$ cat config.mk
export PLATFORM = sky130hd
export DESIGN_NAME = spi_regbank_slave
export DESIGN_NICKNAME = d
export VERILOG_FILES = /design/src/rtl/spi_regbank_slave.sv
export SDC_FILE = /design/constraint.sdc
export NUM_CORES = 1
export LEC_CHECK = 0
export BUFFER_PORTS_ARGS = -buffer_cell sky130_fd_sc_hd__buf_4
export CAP_MARGIN = 40
export CORE_ASPECT_RATIO = 0.75
export CORE_MARGIN = 2
export CORE_UTILIZATION = 43
export DETAILED_ROUTE_END_ITERATION = 12
export PLACE_DENSITY_LB_ADDON = 0.2
export REMOVE_ABC_BUFFERS = 1
export SLEW_MARGIN = 20
export SYNTH_ARGS = -nofsm -noshare
export SYNTH_HDL_FRONTEND = slang
export SYNTH_SLANG_ARGS = --single-unit
$ cat constraint.sdc
create_clock -name clk -period 3.4 [get_ports clk]
set_input_delay 0.51 -clock clk [delete_from_list [all_inputs] [get_ports clk]]
set_output_delay 0.51 -clock clk [all_outputs]
set_load 0.005 [all_outputs]
$ cat src/rtl/spi_regbank_slave.sv
module spi_regbank_slave #(
  parameter int DW       = 11,
  parameter int AW       = 4,
  parameter int NUM_REGS = 12,
  parameter int NUM_STAT = 2
) (
  input  logic                             clk,
  input  logic                             rst_n,
  input  logic                             sclk,
  input  logic                             cs_n,
  input  logic                             sdi,
  output logic                             sdo,
  output logic                             sdo_oe,
  input  logic [NUM_STAT*DW-1:0]           status_in,
  output logic [(NUM_REGS-NUM_STAT)*DW-1:0] cfg_out,
  output logic                             frame_err
);
  localparam int FW      = 1 + AW + DW;
  localparam int NUM_CFG = NUM_REGS - NUM_STAT;
  localparam int CW      = $clog2(FW + 2);
  localparam logic [CW-1:0] CNT_FULL = CW'(FW);
  localparam logic [CW-1:0] CNT_HEAD = CW'(AW + 1);
  localparam logic [CW-1:0] CNT_SAT  = CW'(FW + 1);

  logic [2:0]    sclk_q, cs_q;
  logic [1:0]    sdi_q;
  logic          cs_active, sfall, srise, cs_fall, cs_rise;
  logic [CW-1:0] cnt;
  logic [FW-1:0] rx;
  logic [DW-1:0] txsh, rd_val;
  logic          sdo_r;
  logic [AW-1:0] rd_addr, wr_addr;
  logic [DW-1:0] wr_data;
  logic          wr_ok;
  logic [DW-1:0] cfg_q [NUM_CFG];

  always_ff @(posedge clk or negedge rst_n) begin
    if (!rst_n) begin
      sclk_q <= 3'b000;
      cs_q   <= 3'b111;
      sdi_q  <= 2'b00;
    end else begin
      sclk_q <= {sclk_q[1:0], sclk};
      cs_q   <= {cs_q[1:0], cs_n};
      sdi_q  <= {sdi_q[0], sdi};
    end
  end

  assign cs_active = ~cs_q[1];
  assign sfall     = cs_active & sclk_q[2] & ~sclk_q[1];
  assign srise     = cs_active & ~sclk_q[2] & sclk_q[1];
  assign cs_fall   = cs_q[2] & ~cs_q[1];
  assign cs_rise   = ~cs_q[2] & cs_q[1];

  always_ff @(posedge clk or negedge rst_n) begin
    if (!rst_n) begin
      cnt <= '0;
      rx  <= '0;
    end else if (cs_fall) begin
      cnt <= '0;
      rx  <= '0;
    end else if (sfall) begin
      rx <= {rx[FW-2:0], sdi_q[1]};
      if (cnt != CNT_SAT) cnt <= cnt + 1'b1;
    end
  end

  assign rd_addr = rx[AW-1:0];

  always_comb begin
    rd_val = '0;
    for (int i = 0; i < NUM_STAT; i++)
      if (rd_addr == AW'(i)) rd_val = status_in[i*DW +: DW];
    for (int i = 0; i < NUM_CFG; i++)
      if (rd_addr == AW'(i + NUM_STAT)) rd_val = cfg_q[i];
  end

  always_ff @(posedge clk or negedge rst_n) begin
    if (!rst_n) begin
      sdo_r <= 1'b0;
      txsh  <= '0;
    end else if (cs_fall) begin
      sdo_r <= 1'b0;
    end else if (srise) begin
      if (cnt == CNT_HEAD) begin
        sdo_r <= rd_val[DW-1];
        txsh  <= {rd_val[DW-2:0], 1'b0};
      end else if (cnt > CNT_HEAD && cnt < CNT_FULL) begin
        sdo_r <= txsh[DW-1];
        txsh  <= {txsh[DW-2:0], 1'b0};
      end else begin
        sdo_r <= 1'b0;
      end
    end
  end

  assign sdo    = sdo_r;
  assign sdo_oe = cs_active;

  assign wr_ok   = cs_rise & (cnt == CNT_FULL) & ~rx[FW-1];
  assign wr_addr = rx[FW-2 -: AW];
  assign wr_data = rx[DW-1:0];

  for (genvar g = 0; g < NUM_CFG; g++) begin : g_cfg
    always_ff @(posedge clk or negedge rst_n) begin
      if (!rst_n) cfg_q[g] <= '0;
      else if (wr_ok && wr_addr == AW'(g + NUM_STAT)) cfg_q[g] <= wr_data;
    end
    assign cfg_out[g*DW +: DW] = cfg_q[g];
  end

  always_ff @(posedge clk or negedge rst_n) begin
    if (!rst_n) frame_err <= 1'b0;
    else if (cs_rise) frame_err <= (cnt != CNT_FULL);
  end
endmodule

==> impl_metrics.env <==
export IMPL_rsz0062_at_grt="no"
export IMPL_yosysWarnings=0
export IMPL_cp_end_kind="flip-flop"
export IMPL_hold_ws_ns=0.1399
export IMPL_skew_ns=0.008958
export IMPL_worstSetupPathType="flip-flop to flip-flop"
export IMPL_ir_drop_uv=271.1
export IMPL_antenna_found_initial=0
export IMPL_multi_input_area_um2=3323
export IMPL_cts_htree_levels=4
export IMPL_grt_max_degree=80
export IMPL_io_pins=140
export IMPL_worst_pin_slew_ns=0.8210
export IMPL_p_per_area_nw_per_um2=438.3
export IMPL_drv_cap=0
export IMPL_grt_pass1_vias=5856
export IMPL_area_growth_syn_to_layout_pct=25.42
export IMPL_yosys_register_bits=151
export IMPL_period_share_pct=74.30
export IMPL_postRouteAntennaNets=0
export IMPL_synth_top_cell_area_share_pct=49.82
export IMPL_grt_pass1_wl_um=36180
export IMPL_synth_most_common_cell="dfrtp_1"
export IMPL_power_leakage_nw=4.386
export IMPL_yosys_most_used_dff="dfrtp_1"
export IMPL_fill_cells=1419
export IMPL_clkTransAtPathRegs_ns=0.06
export IMPL_ys_seq_area_share_pct=50.88
export IMPL_setup_tns_ns=0
export IMPL_status="finished clean"
export IMPL_clockBufferDepth=2
export IMPL_finalHoldViolCount=0
export IMPL_slew_headroom_pct=45.26
export IMPL_yosysUniqueCellTypes=70
export IMPL_synth_cells=670
export IMPL_min_path_type="input port to asynchronous set/reset pin"
export IMPL_postCtsSetupRepairBufs=0
export IMPL_clk_latency_ns=0.43
export IMPL_cts_buffers=17
export IMPL_io_buffer_count=139
export IMPL_vias=6107
export IMPL_dp_hpwl_um=16570
export IMPL_routedWlPerCell_um=22.94
export IMPL_start_kind="flip-flop"
export IMPL_std_cell_rows=41
export IMPL_drcViolationCount=0
export IMPL_synth_edf_count=0
export IMPL_grt_overflow_total=0
export IMPL_seq_area_um2=3785
export IMPL_drive_above_1_share_pct=38.89
export IMPL_cts_tree="yes"
export IMPL_cp_arrival_ns=2.83
export IMPL_start_util_pct=44.04
export IMPL_worstPathRequired_ns=3.71
export IMPL_drv_slew=0
export IMPL_core_um2=16880
export IMPL_dieWidth_um=155.8
export IMPL_dp_cells=993
export IMPL_cts_root_buf="clkbuf_16"
export IMPL_avgSynthCellArea_um2=11.09
export IMPL_diodes=0
export IMPL_async_reset_ff_share_pct=100.0
export IMPL_synth_top_area_cell="dfrtp_1"
export IMPL_syn_area_um2=7433
export IMPL_vias_per_cell=5.958
export IMPL_first_pass_iters=5
export IMPL_fin_crit_ns=2.526
export IMPL_synth_area_leaders="dfrtp_1 (50%), mux2_2 (13%), nand2_1 (3.5%), o21ai_0 (3.0%), a21oi_1 (2.8%)"
export IMPL_stdcell_count=1025
export IMPL_die_area_um2=18370
export IMPL_cts_resized=0
export IMPL_fin_nets=827
export IMPL_setup_viol=0
export IMPL_place_congestion=0.8632
export IMPL_timing_fmax_ghz=0.3959
export IMPL_initialDrtViolationCount=499
export IMPL_grt_use_total_pct=26.19
export IMPL_clock_sinks=151
export IMPL_die_h_um=117.9
export IMPL_hold_buffers=0
export IMPL_routed_wl_um=23510
export IMPL_synth_common_cells="dfrtp_1 (148), mux2_2 (87), nand2_1 (69)"
export IMPL_cp_max_fo=10
==> worst paths after layout <==
path | endpoint | cells past startpoint | slack, ns | startpoint
worst min-delay path | cfg_out[34]$_DFFE_PN0P_ | 1 | 0.14 | rst_n
worst min register to register | sdi_q[1]$_DFF_PN0_ | 0 | 0.34 | sdi_q[0]$_DFF_PN0_
min in group clk | cs_q[0]$_DFF_PN1_ | 1 | 0.19 | cs_n
worst max register to register | cfg_out[29]$_DFFE_PN0P_ | 6 | 0.87 | cs_q[1]$_DFF_PN1_
max in group asynchronous | cs_q[2]$_DFF_PN1_ | 2 | 2.36 | rst_n
worst max-delay path | cfg_out[29]$_DFFE_PN0P_ | 6 | 0.87 | cs_q[1]$_DFF_PN1_
==> routing by layer <==
metal / up-vias / GRT usage (%) / wire length [um]
met5: - / 0 / 0
met1: 3107 / 39.71 / 10780
met4: 0 / 7.167 / 333
met3: 30 / 5.854 / 1980
li1: 2665 / - / -
met2: 305 / 37.72 / 10420
==> through the flow <==
step	setup WS [ns]	instance area (um2)	power [mW]	utilization, %
6_report	0.8739	9323	4.086	55.24
5_1_grt	0.7079	9323	4.215	55.24
4_1_cts	0.8539	9323	4.111	55.24
3_5_place_dp	0.8788	8691	2.071	51.49
3_3_place_gp	1.004	8691	2.066	51.49
2_1_floorplan	0.6911	7151	1.954	-
==> critical path, stage by stage, from the launching register on <==
cell and delay (ns):
dfstp_2 0.63, nor3b_2 0.34, and3b_1 0.29, nand2_1 0.09, nor3_2 0.41, buf_4 0.29, mux2_2 0.34
==> final cells by class <==
type	count	area share (%)
clock inverters	10	1.906
repair buffers	167	13.49
flip-flops and latches	151	40.60
well taps	215	2.886
multi-input cells	445	35.65
inverters	15	0.6039
clock buffers	22	4.872
==> kinds of logic after synthesis <==
kind of cell    count (synthesis)  synth area share (%)
flops                         151                 50.88
fa+ha+maj                       3                0.5050
compound gates                149                 12.88
xor+xnor                        4                0.4714
buf+inv                        74                 4.561
simple gates                  176                 12.30
mux                           113                 18.40
==> registers in the layout, summed over array words and instances, names as in the netlist <==
| name | cells |
|---|---|
| cfg_out | 110 |
| cnt | 5 |
| cs_q | 3 |
| frame_err | 1 |
| rx | 16 |
| sclk_q | 3 |
| sdi_q | 2 |
| sdo | 1 |
| txsh | 10 |
==> cell usage in the layout, fill, tap and decap left out, types with 5 or more instances in the layout <==
| cell type | n |
|---|---|
| nand2_1 | 69 |
| mux2i_1 | 11 |
| nor2_1 | 31 |
| mux4_2 | 7 |
| clkbuf_16 | 17 |
| nand2b_1 | 12 |
| mux2_2 | 87 |
| o221ai_1 | 5 |
| a2111oi_0 | 5 |
| dfrtp_1 | 146 |
| mux2_4 | 8 |
| a21oi_1 | 41 |
| bufinv_16 | 5 |
| nor3_1 | 14 |
| nor2b_1 | 11 |
| inv_1 | 15 |
| o21ai_0 | 44 |
| a221oi_1 | 7 |
| buf_4 | 166 |
==> power by group <==
group	switching, mW	internal [mW]
clock	0.731	1.32
sequential	0.0252	1.81
combinational	0.119	0.0817
Power figures use the tool's default switching activity.
